===== config.mk =====
export PLATFORM = sky130hd
export DESIGN_NAME = atm_rx_fmt
export DESIGN_NICKNAME = d
export VERILOG_FILES = /design/src/rtl/atm_rx_fmt_pkg.sv /design/src/rtl/atm_rx_fmt_gate.sv /design/src/rtl/atm_rx_fmt_ser.sv /design/src/rtl/atm_rx_fmt.sv
export SDC_FILE = /design/constraint.sdc
export NUM_CORES = 1
export LEC_CHECK = 0
export ABC_AREA = 1
export BUFFER_PORTS_ARGS = -buffer_cell sky130_fd_sc_hd__buf_4
export CAP_MARGIN = 30
export CORE_UTILIZATION = 55
export DETAILED_ROUTE_END_ITERATION = 10
export PLACE_DENSITY = 0.81
export SKIP_LAST_GASP = 1
export SYNTH_ARGS = -nofsm -noshare
export SYNTH_HDL_FRONTEND = slang
export SYNTH_SLANG_ARGS = --single-unit

===== constraint.sdc =====
create_clock -name clk -period 9.6 [get_ports clk]
set_input_delay 0.96 -clock clk [delete_from_list [all_inputs] [get_ports clk]]
set_output_delay 0.96 -clock clk [all_outputs]
set_load 0.005 [all_outputs]

===== src/rtl/atm_rx_fmt_pkg.sv =====
package atm_rx_fmt_pkg;
  localparam int OCTET_W   = 8;
  localparam int CELL_N    = 53;
  localparam int PFX_N     = 4;
  localparam int EXT_N     = CELL_N + PFX_N;
  localparam int IDX_W     = $clog2(EXT_N + 1);
  localparam logic [IDX_W-1:0] SRC_STATUS = '1;

  typedef enum logic [2:0] {
    FMT_PAYLOAD, FMT_NOHEC, FMT_FULL, FMT_STATUS, FMT_EXT, FMT_HDR
  } fmt_e;

  function automatic fmt_e pick_fmt(input logic [1:0] mode, input logic status_en,
                                    input logic hdr_only);
    if (hdr_only) return FMT_HDR;
    case (mode)
      2'b00:   return FMT_PAYLOAD;
      2'b01:   return FMT_NOHEC;
      2'b10:   return status_en ? FMT_STATUS : FMT_FULL;
      default: return FMT_EXT;
    endcase
  endfunction

  function automatic logic [IDX_W-1:0] fmt_len(input fmt_e f);
    case (f)
      FMT_PAYLOAD: return IDX_W'(CELL_N - 5);
      FMT_NOHEC:   return IDX_W'(CELL_N - 1);
      FMT_FULL:    return IDX_W'(CELL_N);
      FMT_STATUS:  return IDX_W'(CELL_N);
      FMT_EXT:     return IDX_W'(EXT_N);
      default:     return IDX_W'(5);
    endcase
  endfunction

  // Output position k maps to an index into {prefix, cell}, or to the status slot.
  function automatic logic [IDX_W-1:0] src_index(input fmt_e f, input logic [IDX_W-1:0] k);
    logic [IDX_W-1:0] hdr_skip;
    hdr_skip = (k < 4) ? k + IDX_W'(PFX_N) : k + IDX_W'(PFX_N + 1);
    case (f)
      FMT_PAYLOAD: return k + IDX_W'(PFX_N + 5);
      FMT_NOHEC:   return hdr_skip;
      FMT_FULL:    return k + IDX_W'(PFX_N);
      FMT_STATUS:  return (k == IDX_W'(CELL_N - 1)) ? SRC_STATUS : hdr_skip;
      FMT_EXT:     return k;
      default:     return (k == IDX_W'(4)) ? SRC_STATUS : k + IDX_W'(PFX_N);
    endcase
  endfunction

  function automatic logic [OCTET_W-1:0] pack_status(input logic hec_err, input logic hec_corr,
                                                     input logic crc_err, input logic len_err);
    return {{(OCTET_W-4){1'b0}}, len_err, crc_err, hec_corr, hec_err};
  endfunction
endpackage


===== src/rtl/atm_rx_fmt_gate.sv =====
module atm_rx_fmt_gate (
  input  logic       rx_en,
  input  logic       hec_err,
  input  logic       crc_err,
  input  logic       len_err,
  input  logic       dis_hec,
  input  logic       dis_crc,
  input  logic       dis_len,
  output logic       drop,
  output logic [2:0] ev_raw
);
  always_comb begin
    drop   = !rx_en || (hec_err && !dis_hec) || (crc_err && !dis_crc) || (len_err && !dis_len);
    ev_raw = rx_en ? {len_err, crc_err, hec_err} : 3'b000;
  end
endmodule


===== src/rtl/atm_rx_fmt_ser.sv =====
module atm_rx_fmt_ser
  import atm_rx_fmt_pkg::*;
#(
  parameter int OCT_W = OCTET_W,
  parameter int EXT_W = EXT_N * OCT_W
) (
  input  logic             clk,
  input  logic             rst_n,
  input  logic             load,
  input  logic [EXT_W-1:0] load_ext,
  input  logic [OCT_W-1:0] load_status,
  input  fmt_e             load_fmt,
  input  logic             fifo_ready,
  output logic             fifo_valid,
  output logic [OCT_W-1:0] fifo_data,
  output logic             first_octet,
  output logic             busy
);
  localparam int OCT_N = EXT_W / OCT_W;

  logic [EXT_W-1:0] ext_q;
  logic [OCT_W-1:0] status_q;
  fmt_e             fmt_q;
  logic [IDX_W-1:0] cnt_q;
  logic             busy_q;
  logic [IDX_W-1:0] src;
  logic             last_octet;

  always_comb begin
    src        = src_index(fmt_q, cnt_q);
    last_octet = (cnt_q == fmt_len(fmt_q) - IDX_W'(1));
    if (src == SRC_STATUS) fifo_data = status_q;
    else                   fifo_data = ext_q[(OCT_N - 1 - int'(src)) * OCT_W +: OCT_W];
  end

  assign fifo_valid  = busy_q;
  assign busy        = busy_q;
  assign first_octet = busy_q && (cnt_q == '0);

  always_ff @(posedge clk) begin
    if (!rst_n) begin
      busy_q   <= 1'b0;
      cnt_q    <= '0;
      ext_q    <= '0;
      status_q <= '0;
      fmt_q    <= FMT_PAYLOAD;
    end else if (load) begin
      busy_q   <= 1'b1;
      cnt_q    <= '0;
      ext_q    <= load_ext;
      status_q <= load_status;
      fmt_q    <= load_fmt;
    end else if (busy_q && fifo_ready) begin
      if (last_octet) busy_q <= 1'b0;
      else            cnt_q  <= cnt_q + IDX_W'(1);
    end
  end


  fifo_hold_chk: assert property (@(posedge clk) disable iff (!rst_n)
    fifo_valid && !fifo_ready |=> fifo_valid && $stable(fifo_data));


  cnt_range_chk: assert property (@(posedge clk) disable iff (!rst_n)
    busy_q |-> cnt_q < fmt_len(fmt_q));
endmodule


===== src/rtl/atm_rx_fmt.sv =====
module atm_rx_fmt
  import atm_rx_fmt_pkg::*;
#(
  parameter int OCT_W  = OCTET_W,
  parameter int CELL_W = CELL_N * OCT_W,
  parameter int PFX_W  = PFX_N * OCT_W
) (
  input  logic              clk,
  input  logic              rst_n,
  input  logic              in_valid,
  output logic              in_ready,
  input  logic [CELL_W-1:0] in_cell,
  input  logic [PFX_W-1:0]  in_prefix,
  input  logic              in_hec_err,
  input  logic              in_hec_corr,
  input  logic              in_crc_err,
  input  logic              in_len_err,
  input  logic [1:0]        cfg_mode,
  input  logic              cfg_status_en,
  input  logic              cfg_hdr_only,
  input  logic              cfg_rx_disable,
  input  logic              cfg_dis_hec,
  input  logic              cfg_dis_crc,
  input  logic              cfg_dis_len,
  input  logic              cfg_marker_sel,
  output logic              fifo_valid,
  input  logic              fifo_ready,
  output logic [OCT_W-1:0]  fifo_data,
  input  logic              fifo_wr_err,
  output logic              ctl_mark,
  output logic              ev_hec,
  output logic              ev_crc,
  output logic              ev_len
);
  logic       busy;
  logic       first_octet;
  logic       accept;
  logic       drop;
  logic       keep;
  logic [2:0] ev_raw;
  logic [2:0] ev_q;
  logic       sel_q;

  assign in_ready = !busy;
  assign accept   = in_valid && in_ready;
  assign keep     = accept && !drop;

  atm_rx_fmt_gate gate_i (
    .rx_en   (!cfg_rx_disable),
    .hec_err (in_hec_err),
    .crc_err (in_crc_err),
    .len_err (in_len_err),
    .dis_hec (cfg_dis_hec),
    .dis_crc (cfg_dis_crc),
    .dis_len (cfg_dis_len),
    .drop    (drop),
    .ev_raw  (ev_raw)
  );

  atm_rx_fmt_ser #(.OCT_W(OCT_W), .EXT_W(CELL_W + PFX_W)) ser_i (
    .clk         (clk),
    .rst_n       (rst_n),
    .load        (keep),
    .load_ext    ({in_prefix, in_cell}),
    .load_status (pack_status(in_hec_err, in_hec_corr, in_crc_err, in_len_err)),
    .load_fmt    (pick_fmt(cfg_mode, cfg_status_en, cfg_hdr_only)),
    .fifo_ready  (fifo_ready),
    .fifo_valid  (fifo_valid),
    .fifo_data   (fifo_data),
    .first_octet (first_octet),
    .busy        (busy)
  );

  always_ff @(posedge clk) begin
    if (!rst_n) begin
      ev_q  <= '0;
      sel_q <= 1'b0;
    end else begin
      ev_q <= accept ? ev_raw : 3'b000;
      if (accept) sel_q <= cfg_marker_sel;
    end
  end

  assign {ev_len, ev_crc, ev_hec} = ev_q;
  assign ctl_mark = sel_q ? first_octet : fifo_wr_err;


  drop_silent_chk: assert property (@(posedge clk) disable iff (!rst_n)
    accept && drop |=> !fifo_valid);


  ev_after_accept_chk: assert property (@(posedge clk) disable iff (!rst_n)
    (ev_hec || ev_crc || ev_len) |-> $past(accept));


  start_emit_chk: assert property (@(posedge clk) disable iff (!rst_n)
    keep |=> fifo_valid && first_octet && !in_ready);


  mark_sop_chk: assert property (@(posedge clk) disable iff (!rst_n)
    sel_q && ctl_mark |-> fifo_valid);
endmodule


**Word-level counts from Yosys, hierarchy flattened**

Cells that the tools add are included.

- Register bits: 474
- Input port bits: 474
- Output and inout port bits: 14
- Word-level logic and storage cells: 68

- Reductions and logical operators: 25
- $lt $le $gt $ge: 1
- Add/subtract/negate cells: 6
- Muxes and demuxes: 15
- Equal/unequal tests: 10
- Shifts and indexed selects: 1
- Bitwise gates (word level): 3

Operator list:

| operator | count |
|---|---|
| indexed part select 456 x 32 -> 8 bit | 1 |
| one-hot mux 6 bit (5 select lines) | 1 |
| one-hot mux 6 bit (4 select lines) | 1 |
| two-way mux 6 bit | 3 |
| adder 6 x 3 -> 6 bit (second input constant) | 2 |
| equality test 6 bit (second input constant) | 2 |
| one-hot mux 3 bit (3 select lines) | 1 |
| two-way mux 8 bit | 1 |
| logical AND 1 bit | 7 |
| subtractor 6 x 6 -> 7 bit (first input constant) | 1 |
| adder 6 x 1 -> 6 bit (second input constant) | 1 |
| adder 6 x 4 -> 6 bit (second input constant) | 1 |
| equality test 3 x 2 -> 1 bit (second input constant) | 2 |
| equality test 6 x 3 -> 1 bit (second input constant) | 1 |
| equality test 6 bit | 1 |
| zero test 6 bit | 1 |
| < comparator 6 x 3 -> 1 bit (second input constant) | 1 |
| two-way mux 1 bit | 6 |
| two-way mux 3 bit | 2 |
| subtractor 6 x 1 -> 6 bit (second input constant) | 1 |
| zero test 1 bit | 5 |
| AND reduction 2 bit | 2 |
| nonzero test 2 bit | 2 |
| OR reduction 2 bit | 2 |
| 9 further kinds | 13 |

**Logic depth before layout (Yosys ltp)**

Gate-level depths: netlist of the first run.

- Word-level depth: 9
- Mapped depth: 24
- Gate-level depth less buffers: 21

**Cells and area by module**

From an unflattened synthesis of the first run, not the netlist that was laid out.

- Cells, all modules: 3,362
- Area, all modules: 22,360.2 sq um

Modules (own cells, without submodules):

| module | cells an instance | times used | seq. area each (sq um) | area each (sq um) |
|---|---|---|---|---|
| atm_rx_fmt_ser | 3,315 | 1 | 9,489.1 | 22,098.7 |
| atm_rx_fmt | 32 | 1 | 80.1 | 201.4 |
| atm_rx_fmt_gate | 15 | 1 | 0.0 | 60.1 |

**Worst setup path before layout of the first run**

No wires, ideal clock.

- Path type: register -> output
- From: register ser_i.cnt_q[3]
- To: output port fifo_data[6]
- Required time: 8.640 ns
- Slack: 5.275 ns
- Arrival time: 3.365 ns
- Path buffers: 4
- Cell stages (with the launch flop): 22
- Cells stage by stage: dfxtp_1 > inv_1 > ha_1 > nand2_1 > nor2_1 > nand2_1 > nand2_2 > nor2_1 > nand2_4 > nand2_8 > inv_2 > buf_2 > ha_1 > clkbuf_1 > clkbuf_1 > clkbuf_1 > o211ai_1 > nand3_1 > nand3_1 > nand3_1 > nand3_1 > a21oi_1

- Word-level cells in the longest chain between the ends: 7
- Elaborated cells on any way between the ends: 14
- Those cells by class: add/sub (4); order compare (1); eq/ne (3); shift (1); mux (5)

Ends and longest elaborated chain:

| what | RTL line | source |
|---|---|---|
| start, declared | atm_rx_fmt_ser.sv:24 | `logic [IDX_W-1:0] cnt_q;` |
| start signal, assigned | atm_rx_fmt_ser.sv:55 | `else cnt_q <= cnt_q + IDX_W'(1);` |
| adder 6 x 3 -> 6 bit, or another cell as far along | atm_rx_fmt_pkg.sv:38 | `hdr_skip = (k < 4) ? k + IDX_W'(PFX_N) : k + IDX_W'(PFX_N + 1);` |
| two-way mux 6 bit | atm_rx_fmt_pkg.sv:38 |  |
| two-way mux 6 bit | atm_rx_fmt_pkg.sv:43 | `FMT_STATUS: return (k == IDX_W'(CELL_N - 1)) ? SRC_STATUS : hdr_skip;` |
| one-hot mux 6 bit (5 select lines) (*) | atm_rx_fmt_pkg.sv:39 | `case (f)` |
| subtractor 6 x 6 -> 7 bit | atm_rx_fmt_ser.sv:33 | `else fifo_data = ext_q[(OCT_N - 1 - int'(src)) * OCT_W +: OCT_W];` |
| indexed part select 456 x 32 -> 8 bit | atm_rx_fmt_ser.sv:33 |  |
| two-way mux 8 bit (*) | atm_rx_fmt_ser.sv:32 | `if (src == SRC_STATUS) fifo_data = status_q;` |
| end, declared | atm_rx_fmt.sv:28 | `output logic [OCT_W-1:0] fifo_data,` |

Every way passes the cells marked *; elsewhere a longest branch is shown, timed or not.

**Worst setup path in the final report of the first run**

Same ends and word-level chain as after synthesis.

==> impl_metrics.ini, run 1 <==
[cts]
cts_tree = done
post_cts_resize_count = 0
postCtsSetupRepairBufs = 0
root_buffer = clkbuf_16
htreeDepth = 2
cts.sinks = 474
cts_buffers = 47
cts_max_path_buffers = 3
cts.clk_slew.worst_paths_ps = 60
clkLatencyLatePin_ps = 580
hold_buffers = 0

[global_routing]
grt_max_degree = 276
grt_pass1_vias = 22000
track_usage = 0.372
overflow = 0
antenna_found_initial = 0
grt_pass1_wl_mm = 121

[place]
routabilityCongestion = 0.932
io_buffers = 487
dp_hpwl_mm = 56.7
dp_cells = 4007
pre_cts_slack_ps = 2480

[pwr]
p_switching_mw = 1.71
pwr-share-comb = 0.263
p_clk_frac = 0.335
powerDensity_nw_per_um2 = 192
p_leak_nw = 11.6
p_total_mw = 5.28
switching_share = 0.324
ir_drop_uv = 114
p_int_mw = 3.57
pwr-share-seq = 0.403

[yosys]
seq_area_frac_synth = 0.420
yosys-top-cells-area = dfxtp_1 42%, o21ai_0 11%, nand3_1 9.8%, a21oi_1 7.5%, nor2_1 6.2%
synthAdderAreaFrac = 0.00553
synthMuxAreaShare = 0.00177
synth_top_area_frac = 0.420
ys_types = 41
synth_compound_area_frac = 0.189
synth-xor-area-share = 0.00271
syn_area_um2 = 22600
synthesis.instances = 3246
synth.largest_area_cell = dfxtp_1
synth_most_common_cell = o21ai_0
synth_edf_count = 0
synth_warnings = 0
synth_seq_cells = 474
ys_async_sr_fraction = 0
synthSimpleGateAreaFrac = 0.271
synthTopCellsByCount = 484 x o21ai_0, 474 x dfxtp_1, 441 x nand3_1
synth.avg_cell_area_um2 = 6.96
synthFlopType = dfxtp_1
synth_top_family_by_area = simple AND/OR/NAND/NOR gates
synthesis.nets = 3730

[hold_path]
hp-class = reg -> reg

[timing]
slew_viol_final = 0
tns_ps = 0
setup_viol = 0
slew_headroom = 0.322
fin_ws_ps = 1810
worstMarginPinSlew_ps = 1020
holdWs_ps = 454
fmax_ghz = 0.128
period_needed_ps = 7790
final_min_period_over_clock_period = 0.811
hold_viol_final = 0
fin_skew_ps = 6.53
rsz0062_at_grt = false

[flow_run]
max-cap-violations = 0

[die]
die_height_um = 205
start_util = 0.564
rows = 73
core_area_um2 = 40100
io_pins = 488
fp.dieW_um = 205
die-area_um2 = 41900

[drt]
firstDrtPassIters = 8
routed_via_density = 5.83
drt_wl_total_mm = 81.0
antenna_left = 0
drt_iter0_markers = 2892
drc = 0
num_vias = 23800
wire_per_inst_um = 19.8

[final_layout]
synthToLayoutAreaGrowth_pct = 21.4
layout-drive-gt1-share = 0.175
nets = 4018
antenna_cells = 0
layout.cells.non_filler = 4087

[setup_path]
worstPathCellList = inv_1 > ha_1 > nand2_1 > inv_1 > nand2_2 > nand2_1 > nand4_1 > nand2_8 > nand2_8 > inv_2 > ha_4 > inv_4 > buf_16 > nand2_1 > inv_1 > nand2_1 > nand3b_1 > nand3_2 > nand3_1 > a21oi_1 > buf_4
critPathCaptureType = output pin
path_common_cell = nand2_1
slowest_stage = inv_2
arrival_ps = 6830
max_stage_delay_ps = 810
cp-start-kind = flip-flop
cp_max_fo = 147
criticalPathCategory = reg -> out
required_ps = 8640

[run_status]
status = complete, no violations
-- layer usage --
| metal | share of wire | GRT usage |
|---|---|---|
| met3 | 0.095 | 0.0643 |
| met4 | 0.059 | 0.213 |
| met2 | 0.45 | 0.582 |
| met1 | 0.40 | 0.484 |
| met5 | 0 | 0 |
-- through the flow --
stage	utilization	cell area, um2
final	0.684	27400
after floorplan	-	22600
after CTS	0.682	27400
after detailed placement	0.647	25900
after global routing	0.684	27400
after global placement	0.645	25900
-- placed cells by master, fill, tap and decap left out, types with 5 or more instances in the layout --
cell,count
ha_1,9
buf_16,5
clkbuf_1,10
nand4_1,9
dfxtp_1,474
nand3_1,441
o211ai_1,5
clkinv_2,7
nand3b_1,119
nand2_1,315
a21oi_1,340
o21ai_1,9
xor2_1,5
nand2_2,6
inv_1,317
clkbuf_8,9
nand3_2,8
clkbuf_16,47
nor2_1,376
o21ai_0,484
or2_2,8
inv_2,7
or2_0,6
or2_1,5
buf_4,496
-- critical path, delay by kind of cell (launching register included) --
kind | cells | cell delay, ps
AOI/OAI and AO/OA | 1 | 400
adders and majority gates | 2 | 680
buffers and inverters | 7 | 2190
DFF | 1 | 390
and+or+nand+nor | 11 | 2330
-- layout make-up --
class,count,area (um2)
multi-input combinational,2179,10700
clock inverter,11,88.8
timing repair buffer,505,3940
clock buffer,66,1340
sequential,474,9490
inverter,327,1240
tap,525,657
fill,3462,12700
-- power groups by stage --
stage,combinational [mW],sequential (mW),clock [mW]
6_report,1.39,2.12,1.77
5_1_grt,1.49,2.13,1.86
4_1_cts,1.34,2.12,1.77
3_5_place_dp,1.34,2.16,0
3_3_place_gp,1.31,2.16,0
2_1_floorplan,0.861,2.15,0
-- path summary, 6_finish.rpt --
kind,startpoint,cells past startpoint,end,slack [ps]
worst min register to register,ser_i.ext_q[396]$_SDFFE_PN0P_,2,ser_i.ext_q[396]$_SDFFE_PN0P_,450
worst max register to register,ser_i.busy$_SDFFE_PN0P_,10,ser_i.ext_q[106]$_SDFFE_PN0P_,6180
worst min-delay path,ser_i.ext_q[396]$_SDFFE_PN0P_,2,ser_i.ext_q[396]$_SDFFE_PN0P_,450
worst max-delay path,ser_i.cnt_q[3]$_SDFFE_PP0P_,21,fifo_data[6],1810
-- flip-flops by register name, indices dropped and copies added, names as in the netlist --
signal	flops
ser_i.ext_q	456
ev_q	3
ser_i.cnt_q	6
ser_i.busy	1
sel_q	1
ser_i.fmt_q	3
ser_i.status_q	4
-- cells by family after synthesis --
family / count (synthesis)
xor+xnor: 7
flops: 474
mux: 4
compound gates: 847
buf+inv: 593
fa+ha+maj: 10
simple gates: 1311
Note: power is estimated with default switching activity, not from simulation.
==> run 2: changes to the inputs <==
--- a/config.mk
+++ b/config.mk
@@ -5,7 +5,7 @@
 export SDC_FILE = /design/constraint.sdc
 export NUM_CORES = 1
 export LEC_CHECK = 0
-export ABC_AREA = 1
+export ABC_AREA = 0
 export BUFFER_PORTS_ARGS = -buffer_cell sky130_fd_sc_hd__buf_4
 export CAP_MARGIN = 30
 export CORE_UTILIZATION = 55
==> constraint.sdc (replaced) <==
create_clock -name clk -period 8 [get_ports clk]
set_input_delay 0.8 -clock clk [delete_from_list [all_inputs] [get_ports clk]]
set_output_delay 0.8 -clock clk [all_outputs]
set_load 0.005 [all_outputs]
==> impl_metrics.ini, run 2 <==
[global_routing]
top_usage_layer = met2
overflow = 0
grt_pass1_wl_mm = 108
grt_max_degree = 255
use_met2 = 0.556
grt_pass1_vias = 20100
track_usage = 0.334
antenna_found_initial = 1
use_met3 = 0.0408
grt_use_met1 = 0.428

[timing]
rsz0062_at_grt = false
fin_skew_ps = 12.8
period_needed_ps = 7000
final_min_period_over_clock_period = 0.874
worstMarginPinSlew_ps = 1350
slew_headroom = 0.101
slew_viol_final = 0
setup_viol = 0
tns_ps = 0
hold_viol_final = 0
fmax_ghz = 0.143

[die]
rows = 73
die_height_um = 204
start_util = 0.561
die-area_um2 = 41600
core_area_um2 = 40000
fp.dieW_um = 204
io_pins = 488

[cts]
cts_tree = done
root_buffer = clkbuf_16
cts_buffers = 48
cts.clk_slew.worst_paths_ps = 60
clkLatencyLatePin_ps = 590
postCtsSetupRepairBufs = 0
post_cts_resize_count = 0
cts.sinks = 474
hold_buffers = 0
cts_max_path_buffers = 3
htreeDepth = 2

[setup_path]
rr_startpoint = ser_i.busy$_SDFFE_PN0P_
critPathCaptureType = output pin
r2r_cells = 7
required_ps = 7200
slowest_stage = nor3_1
critPathLaunch = ser_i.cnt_q[2]$_SDFFE_PP0P_
arrival_ps = 6200
worstPathCellList = inv_1 > ha_1 > and4bb_1 > o32ai_2 > a21boi_0 > nor2_1 > a21oi_1 > inv_1 > ha_1 > nand2_1 > a21o_1 > nand3_4 > nor3_1 > a21oi_1 > a2111oi_0 > or3_1 > a211o_1 > buf_4
criticalPathCategory = reg -> out
cp-start-kind = flip-flop
max_stage_delay_ps = 960
cp_max_fo = 80

[yosys]
synth_top_family_by_area = simple AND/OR/NAND/NOR gates
synth_top_area_frac = 0.423
synth.largest_area_cell = dfxtp_1
seq_area_frac_synth = 0.423
synthTopCellsByCount = 1105 x nand2_1, 474 x dfxtp_1, 464 x a21boi_0
synth.avg_cell_area_um2 = 8.15
synthSimpleGateAreaFrac = 0.224
ys_async_sr_fraction = 0
synth_seq_cells = 474
synth_most_common_cell = nand2_1
yosys-top-cells-area = dfxtp_1 42%, nand2_1 18%, a21boi_0 16%, mux4_2 6.6%, clkbuf_1 3.0%
synthFlopType = dfxtp_1
synth_compound_area_frac = 0.215
synthAdderAreaFrac = 0.00558
synthMuxAreaShare = 0.0791
synthesis.nets = 3237
ys_types = 71
synth-xor-area-share = 0.00625
syn_area_um2 = 22400
synthesis.instances = 2753
synth_edf_count = 0
synth_warnings = 0

[place]
dpl_cell_area_um2 = 26000
io_buffers = 487
dp_hpwl_mm = 49.7
routabilityCongestion = 0.878

[final_layout]
top_regs = ser_i.ext_q (456), ser_i.cnt_q (6), ser_i.status_q (4)
final_common_cell = nand2_1
nets = 3561
final_cell_mix = 1105 x nand2_1, 498 x buf_4, 474 x dfxtp_1, 464 x a21boi_0, 66 x mux4_2
synthToLayoutAreaGrowth_pct = 22.9
final_area_um2 = 27600
top_register = ser_i.ext_q
layout-drive-gt1-share = 0.214
largest_register_ff_count = 456

[run_status]
status = complete, no violations

[drt]
firstDrtPassIters = 6
drc = 0
wire_per_inst_um = 19.6
num_vias = 20800
drt_iter0_markers = 1992
antenna_left = 0
routed_via_density = 5.72
drt_wl_total_mm = 71.0

[hold_path]
whs_path_depth = 2
min_from = ser_i.ext_q[39]$_SDFFE_PN0P_
hp-class = reg -> reg

[pwr]
powerDensity_nw_per_um2 = 207
p_leak_nw = 10.3
ir_drop_uv = 143

[flow_run]
max-cap-violations = 0
-- run 2: layout make-up --
class / instances / area (um2)
fillers: 3246 / 12400
multi-input cells: 2031 / 11900
flip-flops and latches: 474 / 9490
repair buffers: 504 / 3860
clock buffers: 65 / 1360
well taps: 525 / 657
clock inverters: 13 / 221
inverters: 18 / 68.8
diodes: 1 / 2.50
-- run 2: report_power, final --
group | switching, mW | internal, mW
combinational | 0.509 | 0.390
clock | 0.939 | 1.37
sequential | 0.0490 | 2.44
total | 1.50 | 4.20
-- run 2: worst paths after layout --
path | end | slack [ps]
worst max-delay path | fifo_data[1] | 1000
worst min register to register | ser_i.ext_q[39]$_SDFFE_PN0P_ | 460
worst max register to register | ser_i.ext_q[37]$_SDFFE_PN0P_ | 4600
worst min-delay path | ser_i.ext_q[39]$_SDFFE_PN0P_ | 460
-- run 2: metal layers --
layer	part of all wire	vias up
li1	-	9882
met4	0.047	0
met5	0	-
met3	0.062	171
met2	0.48	863
met1	0.41	9842
-- run 2: worst max-delay path: cells and delay by family, from the launching register on --
family / cells / cell delay [ps]
flops: 1 / 610
buf+inv: 3 / 430
simple gates: 6 / 2340
compound gates: 7 / 1690
fa+ha+maj: 2 / 530
-- run 2: logic make-up after synthesis --
kind of cell / after synthesis
flip-flops: 474
XOR/XNOR: 16
adder cells (fa/ha/maj): 10
AO/OA/AOI/OAI: 660
multiplexers: 94
AND/OR/NAND/NOR: 1251
buffers and inverters: 248
-- run 2: through the flow --
stage | total power, mW | hold WS [ps] | worst slack, ps | instances | utilization
3_3_place_gp | 3.41 | 450 | 1710 | 3551 | 0.649
5_1_grt | 5.88 | 463 | 443 | 3631 | 0.689
4_1_cts | 5.70 | 452 | 1010 | 3630 | 0.689
6_report | 5.70 | 460 | 1000 | 3631 | 0.689
2_1_floorplan | 3.04 | 439 | 2000 | 2753 | -
3_5_place_dp | 3.42 | 456 | 1660 | 3552 | 0.650
